===== src/rtl/sob_pkg.sv =====
package sob_pkg;
  typedef enum logic [1:0] {
    ORD_SEQ  = 2'd0,
    ORD_TSO  = 2'd1,
    ORD_PSO  = 2'd2,
    ORD_SEQ2 = 2'd3
  } ord_mode_e;

  typedef enum logic [1:0] {
    LD_IDLE,
    LD_ISSUE,
    LD_WAIT,
    LD_HOLD
  } ld_state_e;

  // write->read pair may be relaxed
  function automatic logic load_may_pass(input logic [1:0] m);
    return (m == ORD_TSO) || (m == ORD_PSO);
  endfunction

  // write->write pair may be relaxed (different addresses only)
  function automatic logic store_may_pass(input logic [1:0] m);
    return (m == ORD_PSO);
  endfunction
endpackage


===== src/rtl/sob_slots.sv =====
module sob_slots #(
  parameter int DEPTH = 4,
  parameter int AW    = 16,
  parameter int DW    = 32
) (
  input  logic          clk,
  input  logic          rst_n,
  input  logic          alloc_i,
  input  logic [AW-1:0] alloc_addr_i,
  input  logic [DW-1:0] alloc_data_i,
  input  logic          relax_ww_i,
  input  logic          drain_i,
  output logic          full_o,
  output logic          empty_o,
  output logic          cand_valid_o,
  output logic [AW-1:0] cand_addr_o,
  output logic [DW-1:0] cand_data_o
);
  localparam int IW = (DEPTH > 1) ? $clog2(DEPTH) : 1;

  logic [DEPTH-1:0] vld_q;
  logic [AW-1:0]    addr_q  [DEPTH];
  logic [DW-1:0]    data_q  [DEPTH];
  logic [DEPTH-1:0] older_q [DEPTH]; // older_q[j][i]: slot j is older than slot i
  logic [DEPTH-1:0] eligible;
  logic [IW-1:0]    pick_idx;
  logic [IW-1:0]    free_idx;

  function automatic logic [IW-1:0] lowest_set(input logic [DEPTH-1:0] v);
    lowest_set = '0;
    for (int k = DEPTH - 1; k >= 0; k--) begin
      if (v[k]) lowest_set = IW'(k);
    end
  endfunction

  for (genvar i = 0; i < DEPTH; i++) begin : g_elig
    logic [DEPTH-1:0] blockers;
    always_comb begin
      for (int j = 0; j < DEPTH; j++) begin
        blockers[j] = vld_q[j] && older_q[j][i] &&
                      (!relax_ww_i || (addr_q[j] == addr_q[i]));
      end
    end
    assign eligible[i] = vld_q[i] && (blockers == '0);
  end

  assign pick_idx     = lowest_set(eligible);
  assign free_idx     = lowest_set(~vld_q);
  assign full_o       = &vld_q;
  assign empty_o      = ~|vld_q;
  assign cand_valid_o = |eligible;
  assign cand_addr_o  = addr_q[pick_idx];
  assign cand_data_o  = data_q[pick_idx];

  always_ff @(posedge clk) begin
    if (!rst_n) begin
      vld_q <= '0;
      for (int i = 0; i < DEPTH; i++) older_q[i] <= '0;
    end else begin
      if (drain_i) vld_q[pick_idx] <= 1'b0;
      if (alloc_i) begin
        vld_q[free_idx] <= 1'b1;
        for (int j = 0; j < DEPTH; j++) older_q[j][free_idx] <= vld_q[j];
        older_q[free_idx] <= '0;
      end
    end
  end

  always_ff @(posedge clk) begin
    if (alloc_i) begin
      addr_q[free_idx] <= alloc_addr_i;
      data_q[free_idx] <= alloc_data_i;
    end
  end

  // Observation wires for the checks below
  logic pick_has_older;
  logic pick_has_older_same;
  always_comb begin
    pick_has_older      = 1'b0;
    pick_has_older_same = 1'b0;
    for (int j = 0; j < DEPTH; j++) begin
      if (vld_q[j] && older_q[j][pick_idx]) begin
        pick_has_older = 1'b1;
        if (addr_q[j] == addr_q[pick_idx]) pick_has_older_same = 1'b1;
      end
    end
  end

  assert_inorder_R4: assert property (@(posedge clk) disable iff (!rst_n)
    (drain_i && !relax_ww_i) |-> !pick_has_older);
  assert_same_addr_R5: assert property (@(posedge clk) disable iff (!rst_n)
    drain_i |-> !pick_has_older_same);
  assert_no_overflow_R6: assert property (@(posedge clk) disable iff (!rst_n)
    alloc_i |-> !full_o);
  assert_no_empty_drain_R11: assert property (@(posedge clk) disable iff (!rst_n)
    drain_i |-> !empty_o);
endmodule


===== src/rtl/sob_load_ctl.sv =====
module sob_load_ctl
  import sob_pkg::*;
#(
  parameter int AW = 16,
  parameter int DW = 32
) (
  input  logic          clk,
  input  logic          rst_n,
  input  logic          start_i,
  input  logic [AW-1:0] addr_i,
  input  logic          gnt_i,
  input  logic          mem_rsp_valid_i,
  input  logic [DW-1:0] mem_rsp_data_i,
  input  logic          rsp_ready_i,
  output logic          busy_o,
  output logic          issue_o,
  output logic [AW-1:0] addr_o,
  output logic          rsp_valid_o,
  output logic [DW-1:0] rsp_data_o
);
  ld_state_e     state_q;
  logic [AW-1:0] addr_q;
  logic [DW-1:0] data_q;

  always_ff @(posedge clk) begin
    if (!rst_n) begin
      state_q <= LD_IDLE;
      addr_q  <= '0;
      data_q  <= '0;
    end else begin
      case (state_q)
        LD_IDLE:  if (start_i) begin state_q <= LD_ISSUE; addr_q <= addr_i; end
        LD_ISSUE: if (gnt_i) state_q <= LD_WAIT;
        LD_WAIT:  if (mem_rsp_valid_i) begin state_q <= LD_HOLD; data_q <= mem_rsp_data_i; end
        LD_HOLD:  if (rsp_ready_i) state_q <= LD_IDLE;
        default:  state_q <= LD_IDLE;
      endcase
    end
  end

  assign busy_o      = (state_q != LD_IDLE);
  assign issue_o     = (state_q == LD_ISSUE);
  assign addr_o      = addr_q;
  assign rsp_valid_o = (state_q == LD_HOLD);
  assign rsp_data_o  = data_q;

  assert_rsp_hold_R9: assert property (@(posedge clk) disable iff (!rst_n)
    (rsp_valid_o && !rsp_ready_i) |=> (rsp_valid_o && $stable(rsp_data_o)));
  assert_single_load_R7: assert property (@(posedge clk) disable iff (!rst_n)
    start_i |-> (state_q == LD_IDLE));
endmodule


===== src/rtl/store_order_buf.sv =====
module store_order_buf
  import sob_pkg::*;
#(
  parameter int DEPTH = 4,
  parameter int AW    = 16,
  parameter int DW    = 32
) (
  input  logic          clk,
  input  logic          rst_n,
  input  logic [1:0]    mode_i,
  input  logic          req_valid_i,
  output logic          req_ready_o,
  input  logic          req_write_i,
  input  logic          req_fence_i,
  input  logic [AW-1:0] req_addr_i,
  input  logic [DW-1:0] req_wdata_i,
  output logic          rsp_valid_o,
  input  logic          rsp_ready_i,
  output logic [DW-1:0] rsp_rdata_o,
  output logic          mem_req_valid_o,
  input  logic          mem_req_ready_i,
  output logic          mem_req_write_o,
  output logic [AW-1:0] mem_req_addr_o,
  output logic [DW-1:0] mem_req_wdata_o,
  input  logic          mem_rsp_valid_i,
  input  logic [DW-1:0] mem_rsp_rdata_i
);
  logic          relax_wr, relax_ww;
  logic          buf_full, buf_empty;
  logic          cand_valid;
  logic [AW-1:0] cand_addr;
  logic [DW-1:0] cand_data;
  logic          ld_busy, ld_issue;
  logic [AW-1:0] ld_addr;
  logic          accept, alloc, ld_start, fence_take;
  logic          drain, ld_gnt;

  assign relax_wr = load_may_pass(mode_i);
  assign relax_ww = store_may_pass(mode_i);

  // Admission: one open load blocks everything; fence needs a quiet block
  always_comb begin
    if (ld_busy)          req_ready_o = 1'b0;
    else if (req_fence_i) req_ready_o = buf_empty;
    else if (req_write_i) req_ready_o = !buf_full;
    else                  req_ready_o = relax_wr || buf_empty;
  end

  assign accept     = req_valid_i && req_ready_o;
  assign fence_take = accept && req_fence_i;
  assign alloc      = accept && req_write_i && !req_fence_i;
  assign ld_start   = accept && !req_write_i && !req_fence_i;

  // Lower port: a waiting load goes ahead of any buffered store
  assign mem_req_valid_o = ld_issue || cand_valid;
  assign mem_req_write_o = !ld_issue;
  assign mem_req_addr_o  = ld_issue ? ld_addr : cand_addr;
  assign mem_req_wdata_o = ld_issue ? '0 : cand_data;
  assign drain           = cand_valid && !ld_issue && mem_req_ready_i;
  assign ld_gnt          = ld_issue && mem_req_ready_i;

  sob_slots #(.DEPTH(DEPTH), .AW(AW), .DW(DW)) u_slots (
    .clk          (clk),
    .rst_n        (rst_n),
    .alloc_i      (alloc),
    .alloc_addr_i (req_addr_i),
    .alloc_data_i (req_wdata_i),
    .relax_ww_i   (relax_ww),
    .drain_i      (drain),
    .full_o       (buf_full),
    .empty_o      (buf_empty),
    .cand_valid_o (cand_valid),
    .cand_addr_o  (cand_addr),
    .cand_data_o  (cand_data)
  );

  sob_load_ctl #(.AW(AW), .DW(DW)) u_load (
    .clk             (clk),
    .rst_n           (rst_n),
    .start_i         (ld_start),
    .addr_i          (req_addr_i),
    .gnt_i           (ld_gnt),
    .mem_rsp_valid_i (mem_rsp_valid_i),
    .mem_rsp_data_i  (mem_rsp_rdata_i),
    .rsp_ready_i     (rsp_ready_i),
    .busy_o          (ld_busy),
    .issue_o         (ld_issue),
    .addr_o          (ld_addr),
    .rsp_valid_o     (rsp_valid_o),
    .rsp_data_o      (rsp_rdata_o)
  );

  assert_seq_load_empty_R2: assert property (@(posedge clk) disable iff (!rst_n)
    (ld_gnt && !relax_wr) |-> buf_empty);
  assert_load_first_R3: assert property (@(posedge clk) disable iff (!rst_n)
    ld_issue |-> (mem_req_valid_o && !mem_req_write_o));
  assert_quiet_while_load_R7: assert property (@(posedge clk) disable iff (!rst_n)
    ld_busy |-> !(req_valid_i && req_ready_o));
  assert_fence_quiet_R8: assert property (@(posedge clk) disable iff (!rst_n)
    fence_take |-> (buf_empty && !ld_busy));
  assert_full_stall_R6: assert property (@(posedge clk) disable iff (!rst_n)
    (buf_full && req_write_i && !req_fence_i) |-> !req_ready_o);
endmodule


===== config.mk =====
export PLATFORM = sky130hd
export DESIGN_NAME = store_order_buf
export DESIGN_NICKNAME = d
export VERILOG_FILES = /design/src/rtl/sob_pkg.sv /design/src/rtl/sob_slots.sv /design/src/rtl/sob_load_ctl.sv /design/src/rtl/store_order_buf.sv
export SDC_FILE = /design/constraint.sdc
export NUM_CORES = 1
export LEC_CHECK = 0
export BUFFER_PORTS_ARGS = -buffer_cell sky130_fd_sc_hd__buf_2
export CORE_UTILIZATION = 52
export CTS_BUF_LIST = sky130_fd_sc_hd__clkbuf_8
export CTS_CLUSTER_DIAMETER = 40
export CTS_CLUSTER_SIZE = 30
export DETAILED_ROUTE_END_ITERATION = 8
export GPL_ROUTABILITY_DRIVEN = 0
export PLACE_DENSITY_LB_ADDON = 0.3
export REMOVE_ABC_BUFFERS = 1
export SLEW_MARGIN = 40
export SYNTH_ARGS = -nofsm -noshare
export SYNTH_HDL_FRONTEND = slang
export SYNTH_SLANG_ARGS = --single-unit

===== constraint.sdc =====
create_clock -name clk -period 4.3 [get_ports clk]
set_clock_uncertainty 0.2 [all_clocks]
set_input_delay 0.86 -clock clk [delete_from_list [all_inputs] [get_ports clk]]
set_output_delay 0.86 -clock clk [all_outputs]
set_load 0.03 [all_outputs]

==> qor.yml, run 1 <==
status:
  status: "finished, violations left"
  violations: "negative setup slack"
detailed_routing:
  via_per_inst: 5.73
  drtAntennaViolNets: 0
  dr.pass1.iters: 5
  wl_per_cell_um: 20.6
  routed-via-count: 7877
  drc: 0
  drtIter0Drc: 459
  routed_wirelength_um: 28300
synth:
  yosysSeqAreaShare: 0.638
  ys_ff_latch: 262
  syn_area_um2: 11200
  ys_top_cells_by_area: "edfxtp_1 (51%), dfxtp_1 (12%), xnor2_1 (7.5%), nand2_1 (3.0%), a221o_1 (2.9%)"
  synth_top_area_frac: 0.513
  ys_types: 48
  syn_inst: 848
  synth_warnings: 0
  avgSynthCellArea_um2: 13.2
  synth_edf_count: 192
  async_flop_share: 0
  synth.largest_area_cell: "edfxtp_1"
  synthFlopType: "edfxtp_1"
hold_path:
  min_from: "u_slots.older_q[0][0]"
  holdPathEnd: "u_slots.older_q[0][0]"
  min_path_type: "reg -> reg"
  hold_depth: 2
layout:
  drive_gt1_frac: 0.324
  layout_commonest_cell: "edfxtp_1"
  finish.instance_area_um2: 14400
  areaGrowthSynthToFinish_pct: 28.1
  final_cell_mix: "edfxtp_1 (192), buf_2 (127), xnor2_1 (84)"
  layout.nets: 1170
  n_antenna_cell: 0
setup_path:
  path_delay_family: "simple AND/OR/NAND/NOR gates"
  reg2reg_setup_slack_ns: 1.19
  reg2reg_from: "u_slots.addr_q[2][15]"
  end_kind: "primary output"
  arrival_ns: 3.49
  worst-path-buf-inv: 3
  critPathRequiredTime_ns: 3.24
  slowest_stage: "edfxtp_1"
  r2r_end: "u_slots.vld_q[3]"
  timing.critical_path.cells: "xnor2_1 -> nand4_1 -> o41ai_2 -> nand3_1 -> and4_4 -> nor4b_4 -> buf_4 -> buf_12 -> nand2_4 -> a32oi_4 -> buf_6"
  reg2regPathDepth: 11
  slowest_delay_ns: 0.52
  path_class: "reg -> out"
  cp.depth: 11
  cp_max_fo: 5
  cp-start-kind: "register"
clock_tree:
  htree_levels: 2
  cts_root_buf: "clkbuf_8"
  clk-insertion-delay-late_ns: 0.53
  cts_buffers: 35
  clk_pin_slew_ns: 0.07
  clk_path_buf_depth: 3
  cts_tree: "done"
  ctsHoldBuffers: 0
  cts_sinks: 262
global_routing:
  grt.overflow.total: 0
  grt_pass1_wl_um: 42500
  grt_antenna_before_repair: 0
  grt_max_degree: 42
  track_usage: 0.251
  grt_pass1_vias: 7967
floorplan:
  io_pins: 174
  rows: 53
  die_area_um2: 22200
  start_util: 0.533
  die_h_um: 149
  die_w_um: 149
  core_area_um2: 21100
sta:
  fin_ws_ns: -0.252
  post-route-period-util: 1.06
  timing.hold.ws_ns: 0.255
  max_freq_ghz: 0.220
  worst_pin_slew_ns: 0.815
  fin_setup_tns_ns: -7.90
  setup_viol: 49
  relSlewSlack: 0.457
  hold_viol: 0
  finalMaxSlewViolations: 0
  rsz0062_at_grt: "true"
  fin_crit_ns: 4.55
place:
  dp_hpwl_um: 17200
  portBuffers: 173
  place_area_um2: 12700
pwr:
  ir_worst_vdd_v: 0.000338
  powerDensity_nw_per_um2: 461
  p_leak_nw: 5.25
job:
  cap_violations: 0
-- power breakdown --
group	internal, W	switching, W	leakage, nW
Sequential	0.00279	0.0000487	2.30
Combinational	0.000694	0.00105	2.54
Clock	0.00106	0.000991	0.415
Total	0.00455	0.00209	5.25
-- per-layer routing --
layer	track usage	vias to the layer above	wire (um)
li1	-	3655	-
met1	0.323	3888	11900
met2	0.420	277	13700
met3	0.0590	57	2060
met4	0.0745	0	604
met5	0	-	0
-- logic make-up after synthesis --
| family | count (synthesis) | synth area share |
|---|---|---|
| adders and majority gates | 6 | 0.00668 |
| DFF | 262 | 0.638 |
| muxes | 17 | 0.0152 |
| xor gates and xnor gates | 96 | 0.0749 |
| and+or+nand+nor | 225 | 0.108 |
| AOI/OAI and AO/OA | 167 | 0.128 |
| buffers and inverters | 75 | 0.0285 |
-- cell usage after synthesis, types with 10 or more instances --
library cell / n
a221oi_1: 16
nor3b_1: 32
nor2_1: 16
nand3_1: 10
mux2i_1: 17
a21boi_0: 34
a32oi_1: 17
nand4_1: 26
dfxtp_1: 70
nor2b_1: 21
edfxtp_1: 192
nand2b_1: 15
xnor2_1: 96
a221o_1: 33
nand2_1: 90
clkbuf_1: 36
a22o_1: 32
inv_1: 27
-- sequential cells by signal, indices dropped and copies added, names as in the netlist --
signal and cells:
u_load.rsp_data_o 32, u_slots.data_q 128, u_slots.vld_q 4, u_slots.addr_q 64, u_load.state_q 2, u_slots.older_q 16
u_load.addr_o 16
-- worst min-delay path: cells and delay by family (launching register included) --
kind | cells | cell delay (ns)
flops | 1 | 0.30
simple gates | 1 | 0.05
buf+inv | 1 | 0.06
-- area by class of cell --
cell class	count	area [um^2]
clock buffer	39	537
clock inverter	23	243
fill	1508	6700
inverter	27	101
multi-input combinational	511	4150
sequential	262	7170
tap	275	344
timing repair buffer	237	1840
-- worst max-delay path by stage --
stage                          startpoint             endpoint  slack [ns]
finish              u_slots.addr_q[2][15]   mem_req_addr_o[13]       -0.25
global route        u_slots.addr_q[0][11]   mem_req_addr_o[11]       -0.45
CTS                  u_slots.addr_q[1][4]   mem_req_addr_o[15]       -0.19
detailed placement              mode_i[0]  mem_req_wdata_o[13]        0.07
global placement     u_slots.addr_q[0][3]   mem_req_addr_o[13]        0.13
floorplan                       mode_i[0]   mem_req_wdata_o[0]       -0.84
-- stage by stage --
step,util,worst slack (ns),total power [W],std cells
after CTS,0.656,-0.191,0.00650,1352
after global placement,0.600,0.132,0.00435,1281
after detailed placement,0.600,0.0749,0.00437,1281
final,0.682,-0.252,0.00663,1374
after global routing,0.682,-0.451,0.00688,1374
after floorplan,-,-0.839,0.00384,800
-- timing repair --
| item | 4_1_cts | 5_1_grt |
|---|---|---|
| gates resized for setup | 60 | 112 |
| buffers inserted | 6 | 19 |
| endpoints found under the setup margin | 49 | 49 |
| cloned | 3 | 3 |
| pin swaps | 26 | 32 |
(Power assumes the default switching activity.)
==> run 2, diff against run 1 <==
--- a/config.mk
+++ b/config.mk
@@ -14,6 +14,7 @@
 export GPL_ROUTABILITY_DRIVEN = 0
 export PLACE_DENSITY_LB_ADDON = 0.3
 export REMOVE_ABC_BUFFERS = 1
+export SKIP_CTS_REPAIR_TIMING = 1
 export SLEW_MARGIN = 40
 export SYNTH_ARGS = -nofsm -noshare
 export SYNTH_HDL_FRONTEND = slang
==> run 2 against run 1 <==
  * Critical path depth did not move
  * The flow still finishes with violations (negative setup slack)
  * Non-clock buffer count fell by 13
  * Flip-flop and latch count did not move
  * Largest cell class unchanged
  * Sequential power barely moved
==> qor.yml, run 2 (synthesis results as in run 1) <==
place:
  place_area_um2: 12700  # unchanged
  dp_hpwl_um: 17200  # unchanged
  dp.cells: 1281  # unchanged
  portBuffers: 173  # unchanged
floorplan:
  rows: 53  # unchanged
  core_area_um2: 21100  # unchanged
  die_w_um: 149  # unchanged
  io_pins: 174  # unchanged
  die_area_um2: 22200  # unchanged
  start_util: 0.533  # unchanged
  die_h_um: 149  # unchanged
setup_path:
  worst-path-buf-inv: 3  # unchanged
  path_delay_family: "simple AND/OR/NAND/NOR gates"
  critPathRequiredTime_ns: 3.24  # about the same
  cp_max_fo: 4  # -1
  end_kind: "primary output"
  arrival_ns: 3.44  # -0.05 ns
  timing.critical_path.cells: "xnor2_1 -> nand4_1 -> o41ai_4 -> nand3_1 -> and4_4 -> nor4b_4 -> buf_6 -> clkbuf_16 -> nand2_1 -> a32oi_1 -> buf_4"
  slowest_delay_ns: 0.49  # -0.03 ns
  reg2regPathDepth: 11  # unchanged
  slowest_stage: "edfxtp_1"
  cp.depth: 11  # unchanged
  cp-start-kind: "register"
  path_class: "reg -> out"
detailed_routing:
  drtAntennaViolNets: 0  # unchanged
  drc: 0  # unchanged
  via_per_inst: 5.75  # +0.38%
  wl_per_cell_um: 20.6  # about the same
  drtIter0Drc: 575  # +25%
  routed-via-count: 7832  # -0.57%
  dr.pass1.iters: 5  # unchanged
  routed_wirelength_um: 28100  # -0.86%
sta:
  rsz0062_at_grt: "true"
  finalMaxSlewViolations: 0  # unchanged
  hold_viol: 0  # unchanged
  relSlewSlack: 0.434  # -0.0226
  max_freq_ghz: 0.222  # +1.1%
  fin_crit_ns: 4.50  # -0.0478 ns
  post-route-period-util: 1.05  # -0.0111
  timing.hold.ws_ns: 0.258  # +0.00319 ns
  fin_ws_ns: -0.204  # +0.0478 ns
  worst_pin_slew_ns: 0.848  # +0.0339 ns
  setup_viol: 49  # unchanged
layout:
  finish.instance_area_um2: 14200  # -1.4%
  largest-register: "u_slots.data_q"
  final_cell_mix: "edfxtp_1 (192), buf_2 (125), xnor2_1 (89)"
  areaGrowthSynthToFinish_pct: 26.3
  layout_commonest_cell: "edfxtp_1"
  utilization: 0.672  # -0.00967
  n_antenna_cell: 0  # unchanged
  layout.nets: 1157  # -1.1%
  drive_gt1_frac: 0.309  # -0.0145
  largest_reg_flops: 128  # unchanged
  fin_cells: 1361  # -0.95%
  fill_cells: 1523  # +0.99%
pwr:
  finalPower_w: 0.00659  # -0.70%
  p_leak_nw: 5.12  # -2.6%
  ir_worst_vdd_v: 0.000337  # -0.32%
  powerDensity_nw_per_um2: 465  # +0.73%
status:
  status: "finished, violations left"
  violations: "negative setup slack"
hold_path:
  hold_depth: 2  # unchanged
  min_path_type: "reg -> reg"
clock_tree:
  cts_buffers: 35  # unchanged
  htree_levels: 2  # unchanged
  cts_root_buf: "clkbuf_8"
  cts_sinks: 262  # unchanged
  cts_tree: "done"
  clk_pin_slew_ns: 0.07  # about the same
  clk_path_buf_depth: 3  # unchanged
  clk-insertion-delay-late_ns: 0.54  # about the same
job:
  cap_violations: 0  # unchanged
global_routing:
  grt_pass1_vias: 7879  # -1.1%
  grt_pass1_wl_um: 41100  # -3.2%
  track_usage: 0.241  # -0.00912
  grt_antenna_before_repair: 0  # unchanged
  grt_max_degree: 42  # unchanged
  grt.overflow.total: 0  # unchanged
-- run 2: where the power goes --
group | internal, W | switching [W]
clock | 0.00106 | 0.000989
combinational | 0.000667 | 0.00103
sequential | 0.00279 | 0.0000479
-- run 2: final cells by class --
type | count | area [um^2] | share of cell area
multi-input cells | 511 | 4060 | 0.286
well taps | 275 | 344 | 0.0243
flip-flops and latches | 262 | 7170 | 0.505
clock buffers | 39 | 537 | 0.0379
inverters | 27 | 101 | 0.00715
clock inverters | 23 | 243 | 0.0171
repair buffers | 224 | 1730 | 0.122
-- run 2: tightest hold or removal path: stages, from the launching register on --
cell and delay, ns:
dfxtp_1 0.30, inv_1 0.07, nor2_1 0.05
-- run 2: worst paths after layout --
kind	start	end	slack, ns
setup / recovery	u_slots.addr_q[2][11]	mem_req_addr_o[10]	-0.20
setup reg to reg	u_slots.addr_q[2][11]	u_slots.vld_q[3]	1.26
hold / removal	u_slots.older_q[0][0]	u_slots.older_q[0][0]	0.26
hold reg to reg	u_slots.older_q[0][0]	u_slots.older_q[0][0]	0.26
-- run 2: metal layers --
metal / track usage / vias to the layer above / share of wire
li1: - / 3623 / -
met1: 0.306 / 3849 / 0.41
met2: 0.398 / 305 / 0.49
met3: 0.0661 / 55 / 0.078
met4: 0.0842 / 0 / 0.020
met5: 0 / - / 0
-- run 2: stage by stage --
stage,setup TNS (ns),setup WS (ns)
finish,-5.39,-0.204
detailed placement,0,0.0749
global route,-12.67,-0.349
floorplan,-39.94,-0.839
CTS,-17.51,-0.492
global placement,0,0.132
==> run 3, diff against run 2 <==
--- a/config.mk
+++ b/config.mk
@@ -6,6 +6,7 @@
 export NUM_CORES = 1
 export LEC_CHECK = 0
 export BUFFER_PORTS_ARGS = -buffer_cell sky130_fd_sc_hd__buf_2
+export CORE_MARGIN = 2
 export CORE_UTILIZATION = 52
 export CTS_BUF_LIST = sky130_fd_sc_hd__clkbuf_8
 export CTS_CLUSTER_DIAMETER = 40
==> run 3 against run 2 <==
  * The flow still finishes with violations (negative setup slack)
  * Flip-flop and latch count is the same
  * Non-clock buffer count grew 20
  * Sequential power is essentially flat
  * Critical path type unchanged
  * Largest power group unchanged
==> qor.yml, run 3 (synthesis results as in run 1) <==
status:
  status: "finished, violations left"
  violations: "negative setup slack"
setup_path:
  cp.depth: 11  # unchanged
  critPathRequiredTime_ns: 3.24  # about the same
  worst-path-buf-inv: 3  # unchanged
  slowest_delay_ns: 0.50  # about the same
  cp_max_fo: 8  # +4
  reg2regPathDepth: 11  # unchanged
  path_delay_family: "simple AND/OR/NAND/NOR gates"
  timing.critical_path.cells: "xnor2_1 -> nand4_1 -> o41ai_2 -> buf_4 -> nand3_2 -> and4_4 -> nor4b_4 -> clkbuf_16 -> nand2_4 -> a32oi_4 -> buf_6"
  slowest_stage: "edfxtp_1"
  arrival_ns: 3.53  # +0.09 ns
  path_class: "reg -> out"
  end_kind: "primary output"
  cp-start-kind: "register"
floorplan:
  start_util: 0.533  # unchanged
  die_w_um: 151  # +1.3%
  rows: 53  # unchanged
  die_h_um: 151  # +1.3%
  die_area_um2: 22800  # +2.7%
  io_pins: 174  # unchanged
  core_area_um2: 21100  # unchanged
clock_tree:
  cts_buffers: 37  # +5.7%
  cts_root_buf: "clkbuf_8"
  cts_sinks: 262  # unchanged
  htree_levels: 2  # unchanged
  clk-insertion-delay-late_ns: 0.54  # about the same
  clk_pin_slew_ns: 0.07  # about the same
  cts_tree: "done"
  clk_path_buf_depth: 3  # unchanged
detailed_routing:
  via_per_inst: 5.65  # -1.8%
  routed_wirelength_um: 28100  # +0.27%
  dr.pass1.iters: 4  # -1
  drtAntennaViolNets: 0  # unchanged
  drtIter0Drc: 454  # -21%
  wl_per_cell_um: 20.3  # -1.6%
  routed-via-count: 7834  # +0.026%
  drc: 0  # unchanged
sta:
  finalMaxSlewViolations: 0  # unchanged
  setup_viol: 48  # -2.0%
  worst_pin_slew_ns: 0.775  # -0.0732 ns
  fin_setup_tns_ns: -10.37  # -4.98 ns
  max_freq_ghz: 0.218  # -2.0%
  relSlewSlack: 0.482  # +0.0476
  rsz0062_at_grt: "true"
  hold_viol: 0  # unchanged
  post-route-period-util: 1.07  # +0.0211
  fin_crit_ns: 4.59  # +0.0905 ns
  fin_ws_ns: -0.294  # -0.0905 ns
layout:
  largest-register: "u_slots.data_q"
  n_antenna_cell: 0  # unchanged
  layout_commonest_cell: "edfxtp_1"
  finish.instance_area_um2: 14300  # +0.79%
  drive_gt1_frac: 0.333  # +0.0233
  layout.nets: 1179  # +1.9%
  utilization: 0.678  # +0.00534
  largest_reg_flops: 128  # unchanged
  areaGrowthSynthToFinish_pct: 27.3
  final_cell_mix: "edfxtp_1 (192), buf_2 (145), xnor2_1 (85), nand2_1 (85), dfxtp_1 (70)"
hold_path:
  hold_depth: 2  # unchanged
  min_path_type: "reg -> reg"
place:
  portBuffers: 173  # unchanged
  dp_hpwl_um: 17100  # -0.40%
  place_area_um2: 12800  # +0.79%
global_routing:
  grt_pass1_wl_um: 41200  # +0.10%
  track_usage: 0.236  # -0.00591
  grt.overflow.total: 0  # unchanged
  grt_pass1_vias: 7820  # -0.75%
  grt_max_degree: 67  # +60%
  grt_antenna_before_repair: 0  # unchanged
pwr:
  switchingPower_w: 0.00211  # +2.0%
  finalPower_w: 0.00669  # +1.5%
  p_seq_frac: 0.424  # -0.007
  powerDensity_nw_per_um2: 468  # +0.73%
  p_int_w: 0.00458  # +1.3%
  ir_worst_vdd_v: 0.000325  # -3.7%
  power_frac_clock: 0.321  # +0.010
  sw_frac_of_total: 0.316  # +0.00146
  p_leak_nw: 5.20  # +1.7%
  combPwrFrac: 0.255  # -0.003
job:
  cap_violations: 0  # unchanged
[run 3: changes by cell type in the layout (fill, tap and decap cells not counted), moves of 4 or more]
cell | previous run | this run
buf_2 | 125 | 145
buf_4 | 46 | 63
buf_6 | 37 | 20
clkinvlp_4 | 1 | 6
nand2_1 | 80 | 85
nand2_2 | 8 | 4
nor3b_1 | 27 | 23
nor3b_2 | 5 | 9
xnor2_1 | 89 | 85
[run 3: path summary, 6_finish.rpt]
path | start | end | slack, ns
setup reg to reg | u_slots.addr_q[1][9] | u_slots.vld_q[3] | 1.12
setup / recovery | u_slots.addr_q[1][9] | mem_req_addr_o[8] | -0.29
hold / removal | u_slots.older_q[0][0] | u_slots.older_q[0][0] | 0.25
hold reg to reg | u_slots.older_q[0][0] | u_slots.older_q[0][0] | 0.25
[run 3: metal layers]
| layer | share of wire | vias to the layer above | GRT usage |
|---|---|---|---|
| met5 | 0 | - | 0 |
| li1 | - | 3677 | - |
| met3 | 0.079 | 49 | 0.0605 |
| met4 | 0.019 | 0 | 0.0738 |
| met1 | 0.42 | 3814 | 0.312 |
| met2 | 0.49 | 294 | 0.383 |
[run 3: stage by stage]
stage / worst slack (ns) / instances / hold WS [ns]
6_report: -0.294 / 1387 / 0.249
5_1_grt: -0.423 / 1387 / 0.276
4_1_cts: -0.566 / 1360 / 0.250
3_5_place_dp: -0.0714 / 1292 / 0.228
3_3_place_gp: -0.0890 / 1292 / 0.225
2_1_floorplan: -0.839 / 800 / 0.216
[run 3: layout make-up]
type                       instances  area, um^2
timing repair buffer             244        1750
fill                            1540        6800
multi-input combinational        511        4100
clock buffer                      39         537
inverter                          27         101
sequential                       262        7170
tap                              275         344
clock inverter                    29         289
[run 3: worst reg2reg max path: cells and delay by family, from the launching register on]
family | cells | cell delay (ns)
xor+xnor | 1 | 0.21
buf+inv | 3 | 0.58
flops | 1 | 0.50
compound gates | 3 | 0.65
simple gates | 4 | 0.97
[run 3: power groups by stage]
stage	clock network, W	registers [W]	logic [W]
2_1_floorplan	0	0.00293	0.000909
3_3_place_gp	0	0.00289	0.00144
3_5_place_dp	0	0.00289	0.00147
4_1_cts	0.00219	0.00284	0.00147
5_1_grt	0.00230	0.00285	0.00181
6_report	0.00215	0.00284	0.00170
